`src/rtl/step_pkg.sv`:
```
package step_pkg;

  // Raw asynchronous lines gathered so they share one synchronizer
  typedef struct packed {
    logic cmd_strobe;
    logic ack_clear;
    logic step_clk;
    logic drop_sense;
    logic drop_clear;
    logic button;
  } host_in_t;

  localparam int HOST_IN_W = $bits(host_in_t);

endpackage

```
`src/rtl/sync_bits.sv`:
```
module sync_bits #(
  parameter int W      = 1,
  parameter int STAGES = 2
) (
  input  logic         clk,
  input  logic         rst,
  input  logic [W-1:0] d,
  output logic [W-1:0] q
);

  if (STAGES == 0) begin : g_bypass
    assign q = d;
  end else begin : g_chain
    logic [STAGES-1:0][W-1:0] stg_q;

    always_ff @(posedge clk) begin
      if (rst) begin
        stg_q <= '0;
      end else begin
        stg_q[0] <= d;
        for (int i = 1; i < STAGES; i++) begin
          stg_q[i] <= stg_q[i-1];
        end
      end
    end

    assign q = stg_q[STAGES-1];
  end

endmodule

```
`src/rtl/cmd_handshake.sv`:
```
module cmd_handshake #(
  parameter int CMD_W = 8,
  localparam int CNT_W = CMD_W - 1
) (
  input  logic             clk,
  input  logic             rst,
  input  logic [CMD_W-1:0] cmd_word_i,
  input  logic             strobe_i,
  input  logic             clear_i,
  input  logic             step_fall_i,
  output logic             load_o,
  output logic [CNT_W-1:0] load_cnt_o,
  output logic             load_dir_o,
  output logic             ack_o
);

  logic             strobe_d, clear_d;
  logic             strobe_rise, clear_rise;
  logic [CMD_W-1:0] instr_q;
  logic             arm_q, ack_q, pend_q;

  assign strobe_rise = strobe_i & ~strobe_d;
  assign clear_rise  = clear_i  & ~clear_d;

  // One load per handshake: armed, not yet acknowledged, step clock falling
  assign load_o     = arm_q & ~ack_q & step_fall_i;
  assign load_cnt_o = instr_q[CNT_W-1:0];
  assign load_dir_o = instr_q[CMD_W-1];
  assign ack_o      = ack_q;

  always_ff @(posedge clk) begin
    if (rst) begin
      strobe_d <= 1'b0;
      clear_d  <= 1'b0;
      instr_q  <= '0;
      arm_q    <= 1'b0;
      ack_q    <= 1'b0;
      pend_q   <= 1'b0;
    end else begin
      strobe_d <= strobe_i;
      clear_d  <= clear_i;
      if (strobe_rise) begin
        instr_q <= cmd_word_i;
      end
      if (clear_rise) begin
        // a command posted during the acknowledge keeps the block armed
        ack_q  <= 1'b0;
        arm_q  <= pend_q | strobe_rise;
        pend_q <= 1'b0;
      end else begin
        if (load_o) begin
          ack_q <= 1'b1;
        end
        if (strobe_rise) begin
          if (ack_q || load_o) begin
            pend_q <= 1'b1;
          end else begin
            arm_q <= 1'b1;
          end
        end
      end
    end
  end

  assert_ack_clear_R4: assert property (@(posedge clk) disable iff (rst)
    clear_rise |=> !ack_q);

  assert_ack_sticky_R5: assert property (@(posedge clk) disable iff (rst)
    (ack_q && !clear_rise) |=> ack_q);

  assert_ack_needs_arm_R3: assert property (@(posedge clk) disable iff (rst)
    $rose(ack_q) |-> $past(arm_q));

  assert_no_load_while_ack_R5: assert property (@(posedge clk) disable iff (rst)
    ack_q |-> !load_o);

endmodule

```
`src/rtl/step_down_counter.sv`:
```
module step_down_counter #(
  parameter int CNT_W = 7
) (
  input  logic             clk,
  input  logic             rst,
  input  logic             load_i,
  input  logic [CNT_W-1:0] load_cnt_i,
  input  logic             load_dir_i,
  input  logic             step_rise_i,
  output logic             dir_o,
  output logic             step_pulse_o,
  output logic             done_o
);

  localparam logic [CNT_W-1:0] ONE = CNT_W'(1);

  logic [CNT_W-1:0] cnt_q, cnt_nxt;
  logic             dec;

  assign dec = step_rise_i & ~load_i & (cnt_q != '0);

  always_comb begin
    if (load_i) begin
      cnt_nxt = load_cnt_i;
    end else if (dec) begin
      cnt_nxt = cnt_q - ONE;
    end else begin
      cnt_nxt = cnt_q;
    end
  end

  always_ff @(posedge clk) begin
    if (rst) begin
      cnt_q        <= '0;
      dir_o        <= 1'b0;
      step_pulse_o <= 1'b0;
      done_o       <= 1'b1;
    end else begin
      cnt_q        <= cnt_nxt;
      step_pulse_o <= dec;
      done_o       <= (cnt_nxt == '0);
      if (load_i) begin
        dir_o <= load_dir_i;
      end
    end
  end

  assert_no_underflow_R6: assert property (@(posedge clk) disable iff (rst)
    (cnt_q == '0 && !load_i) |=> (cnt_q == '0));

  assert_step_dec_R6: assert property (@(posedge clk) disable iff (rst)
    step_pulse_o |-> (cnt_q == $past(cnt_q) - ONE));

  assert_done_holds_R7: assert property (@(posedge clk) disable iff (rst)
    (done_o && !load_i) |=> done_o);

endmodule

```
`src/rtl/sense_capture.sv`:
```
module sense_capture (
  input  logic clk,
  input  logic rst,
  input  logic drop_i,
  input  logic drop_clr_i,
  input  logic button_i,
  output logic drop_flag_o,
  output logic ready_o
);

  logic drop_d, dclr_d, flag_q, ready_q;
  logic drop_rise, dclr_rise;

  assign drop_rise = drop_i & ~drop_d;
  assign dclr_rise = drop_clr_i & ~dclr_d;

  always_ff @(posedge clk) begin
    if (rst) begin
      drop_d  <= 1'b0;
      dclr_d  <= 1'b0;
      flag_q  <= 1'b0;
      ready_q <= 1'b0;
    end else begin
      drop_d  <= drop_i;
      dclr_d  <= drop_clr_i;
      ready_q <= button_i;
      // a new drop wins over a clear in the same cycle
      if (drop_rise) begin
        flag_q <= 1'b1;
      end else if (dclr_rise) begin
        flag_q <= 1'b0;
      end
    end
  end

  assign drop_flag_o = flag_q & ~rst;
  assign ready_o     = ready_q & ~rst;

  assert_drop_sticky_R8: assert property (@(posedge clk) disable iff (rst)
    (flag_q && !dclr_rise) |=> flag_q);

  assert_drop_cause_R8: assert property (@(posedge clk) disable iff (rst)
    $rose(flag_q) |-> $past(drop_rise));

endmodule

```
`src/rtl/step_cmd_ctrl.sv`:
```
module step_cmd_ctrl
  import step_pkg::*;
#(
  parameter int CMD_W       = 8,
  parameter int SYNC_STAGES = 2
) (
  input  logic             clk,
  input  logic             rst,
  input  logic [CMD_W-1:0] cmd_word,
  input  logic             cmd_strobe,
  input  logic             ack_clear,
  input  logic             step_clk,
  input  logic             drop_sense,
  input  logic             drop_clear,
  input  logic             button,
  output logic             motor_dir,
  output logic             step_pulse,
  output logic             load_ack,
  output logic             run_done,
  output logic             drop_flag,
  output logic             patient_ready
);

  localparam int CNT_W = CMD_W - 1;

  host_in_t              raw_in, syn_in;
  logic [HOST_IN_W-1:0]  syn_bits;
  logic                  sclk_d, step_fall, step_rise;
  logic                  load;
  logic [CNT_W-1:0]      load_cnt;
  logic                  load_dir;

  assign raw_in.cmd_strobe = cmd_strobe;
  assign raw_in.ack_clear  = ack_clear;
  assign raw_in.step_clk   = step_clk;
  assign raw_in.drop_sense = drop_sense;
  assign raw_in.drop_clear = drop_clear;
  assign raw_in.button     = button;

  sync_bits #(.W(HOST_IN_W), .STAGES(SYNC_STAGES)) u_sync (
    .clk (clk),
    .rst (rst),
    .d   (raw_in),
    .q   (syn_bits)
  );

  assign syn_in = host_in_t'(syn_bits);

  always_ff @(posedge clk) begin
    if (rst) begin
      sclk_d <= 1'b0;
    end else begin
      sclk_d <= syn_in.step_clk;
    end
  end

  assign step_fall = sclk_d & ~syn_in.step_clk;
  assign step_rise = ~sclk_d & syn_in.step_clk;

  cmd_handshake #(.CMD_W(CMD_W)) u_hs (
    .clk         (clk),
    .rst         (rst),
    .cmd_word_i  (cmd_word),
    .strobe_i    (syn_in.cmd_strobe),
    .clear_i     (syn_in.ack_clear),
    .step_fall_i (step_fall),
    .load_o      (load),
    .load_cnt_o  (load_cnt),
    .load_dir_o  (load_dir),
    .ack_o       (load_ack)
  );

  step_down_counter #(.CNT_W(CNT_W)) u_cnt (
    .clk          (clk),
    .rst          (rst),
    .load_i       (load),
    .load_cnt_i   (load_cnt),
    .load_dir_i   (load_dir),
    .step_rise_i  (step_rise),
    .dir_o        (motor_dir),
    .step_pulse_o (step_pulse),
    .done_o       (run_done)
  );

  sense_capture u_sense (
    .clk         (clk),
    .rst         (rst),
    .drop_i      (syn_in.drop_sense),
    .drop_clr_i  (syn_in.drop_clear),
    .button_i    (syn_in.button),
    .drop_flag_o (drop_flag),
    .ready_o     (patient_ready)
  );

  assert_load_edge_R3: assert property (@(posedge clk) disable iff (rst)
    $rose(load_ack) |-> $past(step_fall));

endmodule

```
`config.mk`:
```
export PLATFORM = sky130hd
export DESIGN_NAME = step_cmd_ctrl
export DESIGN_NICKNAME = d
export VERILOG_FILES = /design/src/rtl/step_pkg.sv /design/src/rtl/sync_bits.sv /design/src/rtl/cmd_handshake.sv /design/src/rtl/step_down_counter.sv /design/src/rtl/sense_capture.sv /design/src/rtl/step_cmd_ctrl.sv
export SDC_FILE = /design/constraint.sdc
export NUM_CORES = 1
export LEC_CHECK = 0
export BUFFER_PORTS_ARGS = -buffer_cell sky130_fd_sc_hd__clkbuf_2
export CORE_MARGIN = 3
export CORE_UTILIZATION = 53
export CTS_BUF_LIST = sky130_fd_sc_hd__clkbuf_8
export DETAILED_ROUTE_END_ITERATION = 7
export PLACE_DENSITY = 0.77
export SYNTH_ARGS = -nofsm -noshare
export SYNTH_HDL_FRONTEND = slang
export SYNTH_HIERARCHICAL = 1
export SYNTH_SLANG_ARGS = --single-unit
export TNS_END_PERCENT = 20
```
`constraint.sdc`:
```
create_clock -name clk -period 1.9 [get_ports clk]
set_input_delay 0 -clock clk [delete_from_list [all_inputs] [get_ports clk]]
set_output_delay 0 -clock clk [all_outputs]
set_load 0.05 [all_outputs]
```
# --- Yosys cells after proc, flatten, opt, wreduce, memory -nomap -nowiden ---
# Index checks and enable logic that the tools add are counted.
classes:
  n_eq_ne: 1
  shift: 0
  n_lt_le_gt_ge: 0
  n_div: 0
  reduce_logical: 8
  n_mul: 0
  n_mux: 7
  addsub: 1
  bitwise_logic: 22
op_table:
  columns: ["operator", "n"]
  rows:
  - ["$mux W7", 2]
  - ["$and A1 B1 Y1", 12]
  - ["$not A1 Y1", 9]
  - ["$logic_not A7 Y1", 1]
  - ["$reduce_bool A7 Y1", 1]
  - ["$sub A7 B1 Y7 const B", 1]
  - ["$mux W1", 5]
  - ["$reduce_and A2 Y1", 2]
  - ["$reduce_bool A2 Y1", 2]
  - ["$ne A2 B1 Y1 const B", 1]
  - ["$reduce_or A2 Y1", 1]
  - ["$logic_or A1 B1 Y1", 1]
  - ["$or A1 B1 Y1", 1]
word_totals:
  ram_bits: 0
  wordCells: 56
  out_inout_bits: 6
  regBits: 40
  mem_count: 0
  rom_bits: 0
  latchBits: 0
  in_bits: 16

# --- Longest topological paths before layout ---
depth:
  depth_word: 9
  ltp_mapped: 9

# --- By module ---
# Netlist, hierarchy kept.
by_module_without_submodules:
  columns: ["module", "cells_per_inst", "n_inst", "area_per_inst_um2", "seq_area_each_um2"]
  rows:
  - ["step_down_counter", 67, 1, 574.3, 200.2]
  - ["cmd_handshake", 55, 1, 491.7, 260.2]
  - ["sync_bits", 31, 1, 411.6, 240.2]
  - ["sense_capture", 12, 1, 137.6, 80.1]
  - ["step_cmd_ctrl", 4, 1, 38.8, 20.0]

# --- Worst setup path before layout ---
# No wires, ideal clock.
synth_timing:
  kind: "reg-to-reg"
  startpoint: "register u_cnt.cnt_q[0]"
  endpoint: "register u_cnt.done_o"
  path_slack_ns: -0.096
  stages_incl_launch_ff: 8
  setup_time_ns: 0.116
  t_required_ns: 1.784
  n_path_buf: 0
  arrival_time_ns: 1.879
  period_less_slack_ns: 1.996
  path_cell_list: "dfxtp_1 inv_1 ha_1 or4b_4 or3_1 a221oi_2 nor4_1 a41o_1"
synth_between:
  elab_chain_cells: 5
synth_rtl:
  columns: ["item", "line", "rtl"]
  rows:
  - ["start: declaration", "step_down_counter.sv:17", "logic [CNT_W-1:0] cnt_q, cnt_nxt;"]
  - ["start signal: assignment", "step_down_counter.sv:39", "cnt_q <= cnt_nxt;"]
  - ["parallel branches: the longest is 2 deep, another holds $sub A7 B1 Y7", null, null]
  - ["$mux W7 (*)", "step_down_counter.sv:25", "end else if (dec) begin"]
  - ["$mux W7 (*)", "step_down_counter.sv:23", "if (load_i) begin"]
  - ["$logic_not A7 Y1 (*)", "step_down_counter.sv:41", "done_o <= (cnt_nxt == '0);"]
  - ["end signal: assignment", "step_down_counter.sv:41", null]
  - ["end: declaration", "step_down_counter.sv:12", "output logic done_o"]
# Every way passes the cells marked *.
# A chain may end at the register's enable or synchronous reset.

# --- Worst setup path in the final report ---
# Ends and elaborated chain as after synthesis.

==> flow_results.org <==
** Floorplan
- From bottom edge to top edge, the die measures 61.9 um.
- Horizontal die dimension :: 61.9 um
- Row count :: 19
- The total area inside the core boundary comes to between 0.002 and 0.003 mm^2.
- The die covers roughly 0.0038 mm^2.
- Count of boundary I/O pins :: 22
- For this configuration, the core starts out at a cell density of between 50% and 60%.

** Power
- Part of the power in registers :: a little under three fifths
- Total power density per cell area :: ~770 mW/mm^2
- Per report_power, the clock group accounts for 35.1% of the total.
- Internal power comes to between 1 and 1.5 mW.
- Comb pwr share :: under 10%
- For this design the static power due to leakage is about 0.84 nW.
- Switching power :: about 0.35 mW
- The worst-case IR drop observed on VDD is about 0.55 mV.
- Switching share of power :: between 20 and 25%

** Clock network
- The clock reaches the later pin of the worst-skew pair after 0.29 ns.
- Clock-pin slew of the registers on the worst-case setup and hold paths :: about 0.07 ns
- CTS placed an instance of sky130_fd_sc_hd__clkbuf_8 at the clock tree root.
- TritonCTS clock tree :: built
- Htree depth :: 2
- Deepest clock path buffer count :: 2
- Clock tree synthesis inserted a total of 5 buffers.
- Clock sink total :: 40

** Setup path
- In this run the worst path has a maximum fanout of 3.
- Cell family with the largest share of critical-path delay :: simple AND/OR/NAND/NOR gates
- The critical path in this run is classified as reg2reg.
- Critical path capture point type :: register
- Cells along the critical path :: inv_2 -> ha_4 -> or4b_4 -> or3_4 -> a221oi_2 -> nor4_1 -> a41o_1
- Data arrival time of the critical path :: 2.27 ns
- Critical Path Start Type :: register
- Register-to-Register Path Depth :: 7
- Required time of the critical path :: 2.08 ns
- In this run the number of cells on the critical path is 7.
- CP bufs+invs :: 1
- Slowest cell on crit path :: sky130_fd_sc_hd__or4b_4
- For this run, the slowest stage of the critical path takes ~0.47 ns.

** Final layout
- Share of post-route cells with drive strength above 1 :: approximately 34%
- Counting the fill cells in the layout gives between 200 and 250.
- After the last flow step, the layout net total stands at about 230.
- Area delta synth->final :: 24.1%
- The finished layout holds between 200 and 250 standard cells, fillers aside.
- The top cell types in the final layout, fill and taps aside, are sky130_fd_sc_hd__dfxtp_1 (38), sky130_fd_sc_hd__nand2_1 (22), sky130_fd_sc_hd__clkbuf_2 (21), sky130_fd_sc_hd__dlygate4sd3_1 (14), sky130_fd_sc_hd__buf_4 (12).
- Number of diodes added for antenna fixing :: 0
- Most frequent standard cell in the layout excluding fill and tap cells :: sky130_fd_sc_hd__dfxtp_1

** Timing
- Final hold analysis gives a worst-case slack of 0.184 ns.
- Transition time at the pin with the least slew margin :: roughly 0.44 ns
- Endpoints failing setup :: 2
- Final setup slack of the worst path :: -0.186 ns
- Crit share post-route :: 110%
- Pins over their slew limit :: 0
- The number of endpoints with negative hold slack in the final report is 0.
- Highest Clock Rate :: 479 MHz
- RSZ-0062 raised after global routing :: yes
- Headroom to the max-slew limit came out at between 70% and 80%.
- Adding up every negative setup slack in the final design gives -0.267 ns.
- Worst-case clock skew :: ~0.0064 ns
- Counting I/O delays and the setup requirement, the final critical path takes between 2 and 2.5 ns.

** Synth
- The synthesized netlist devotes between 20% and 30% of its cell area to simple gates.
- Post-synth net total :: 187
- Number of synthesized flops with an enable pin :: 0
- After synthesis, the largest area contributor takes up just under 50% of total cell area.
- Top flip-flop cell by instance count after synthesis :: sky130_fd_sc_hd__dfxtp_1
- Post-synthesis adder-cell area fraction :: under 10%
- Proportion of synthesized flip-flops having asynchronous set or reset :: 0%
- Post-Synthesis Mean Instance Area :: a little under 10 um^2
- The synthesized netlist occupies a cell area of approximately 0.0017 mm^2.
- The share of the Yosys chip area taken by registers is 48.4%.
- Number of different library cells in the post-synthesis netlist :: 42
- Syn. warnings :: 6
- Leading post-synthesis cells by cell area :: sky130_fd_sc_hd__dfxtp_1 (48%), sky130_fd_sc_hd__nand2_1 (5.0%), sky130_fd_sc_hd__nor2b_2 (4.2%)
- Multiplexer share of the synthesized area :: 0.605%
- Counting flops and latches in the post-synthesis netlist gives 40.
- Syn Inst Count :: around 170
- Main combinational cell family by area after synthesis :: simple AND/OR/NAND/NOR gates
- XOR/XNOR share of the synthesized area :: 0.530%
- Area leader, netlist :: sky130_fd_sc_hd__dfxtp_1
- Compound-gate portion of the synthesized area :: 13.5%

** Route
- Wire length after detailed routing :: slightly above 3000 um
- The first TritonRoute pass finished after 4 iterations.
- Dividing the detail-routed wire length by the instance count gives approximately 13 um.
- In the routed design, unresolved DRC markers number 0.
- Using the TritonRoute via totals, the vias-per-cell ratio works out to roughly 5.3.
- Detailed router's first-iteration violation count :: 57
- Once detail routing completed, the nets flagged for antenna violations numbered 0.
- Vias after detailed routing :: 1293

** GRT
- GR Overflow Total :: 0
- Entering global routing, the biggest net connects 19 pins.
- The number of antenna violations at the first check in global routing came to 0.
- The via count of the first global-routing pass is ~1300.
- Wire length of the first global-routing pass :: 5220 um
- Gr usage total :: a little under a fifth

** Placement
- Once placement completed, the tool counted placed cells totaling between 200 and 250.
- Number of port buffers :: 21
- At the end of routability-driven placement, the weighted congestion stood at about 0.86.
- Detailed placement finished with a half-perimeter wire length of about 2200 um.

** Hold path
- The path class of the tightest hold or removal check is in2reg.
- Hold Path Stages :: 2

** Status
- The checks that failed: negative setup slack.
- The run finished, with violations left.

** Flow run
- Max-cap violation count :: 0
## cell families (layout without fill, tap and decap cells)
kind of cell	count (synthesis)	count (layout)
xor gates and xnor gates	1	1
and+or+nand+nor	77	77
buffers and inverters	19	61
DFF	40	40
AOI/OAI and AO/OA	29	29
muxes	1	1
adders and majority gates	2	2
## flip-flops by register name, summed over array words and instances, names as in the netlist, 6 cells and up
signal / count
u_hs/instr_q: 8
u_sync/g_chain.stg_q: 6
u_sync/q: 6
u_cnt/cnt_q: 7
## layer usage
metal  vias to the layer above  wire length, um  GRT usage [%]
met3                         8              178           6.20
met1                       591             1270           19.5
met5                         -                0              0
met2                        50             1570           33.0
li1                        644                -              -
met4                         0               88           10.9
## worst paths after layout
| kind | from | endpoint | slack [ns] |
|---|---|---|---|
| worst max-delay path | u_cnt/cnt_q[0]$_SDFF_PP0_ | u_cnt/done_o$_SDFF_PP1_ | -0.19 |
| worst min-delay path | rst | u_sync/g_chain.stg_q[2]$_SDFF_PP0_ | 0.18 |
| worst max register to register | u_cnt/cnt_q[0]$_SDFF_PP0_ | u_cnt/done_o$_SDFF_PP1_ | -0.19 |
| worst min register to register | u_sync/g_chain.stg_q[3]$_SDFF_PP0_ | u_sync/q[3]$_SDFF_PP0_ | 0.44 |
## through the flow
stage	instance area, um^2	setup WS (ns)	total power, mW	util [%]
floorplan	1660	-0.0178	0.988	-
global placement	1790	-0.0267	1.01	62.8
detailed placement	1790	-0.142	1.02	62.8
CTS	2020	-0.147	1.60	71.0
global route	2050	-0.239	1.66	72.0
finish	2050	-0.186	1.58	72.0
## power groups by stage
stage / clock, mW / sequential (mW) / combinational (mW)
global route: 0.619 / 0.880 / 0.165
floorplan: 0 / 0.900 / 0.0877
global placement: 0 / 0.895 / 0.120
CTS: 0.576 / 0.877 / 0.147
detailed placement: 0 / 0.896 / 0.125
finish: 0.556 / 0.877 / 0.152
## layout make-up
type                       instances  area, um^2  share of cell area (%)
timing repair buffer              47         335                    16.3
tap                               31        38.8                    1.89
multi-input combinational        110         761                    37.1
clock buffer                       6        82.6                    4.02
inverter                           6        22.5                    1.10
clock inverter                     2        10.0                   0.488
sequential                        40         803                    39.1
## Yosys cell counts (all sizes together), types with 2 or more instances
master,count
nor3,2
nor2,11
inv,6
o41ai,3
and2b,6
nor2b,22
clkbuf,2
buf,11
a21oi,10
ha,2
nand2b,2
and2,4
o21ai,2
nand2,22
a31oi,3
or4b,2
dfxtp,40
## repair_timing
action,4_1_cts,5_1_grt
setup buffers,0,1
endpoints found under the setup margin,1,4
hold buffers,14,0
cloned,0,0
resized for setup,0,7
endpoints found under the hold margin,14,0
pin swaps,0,4
No activity file was read; power rests on OpenSTA's default activity.
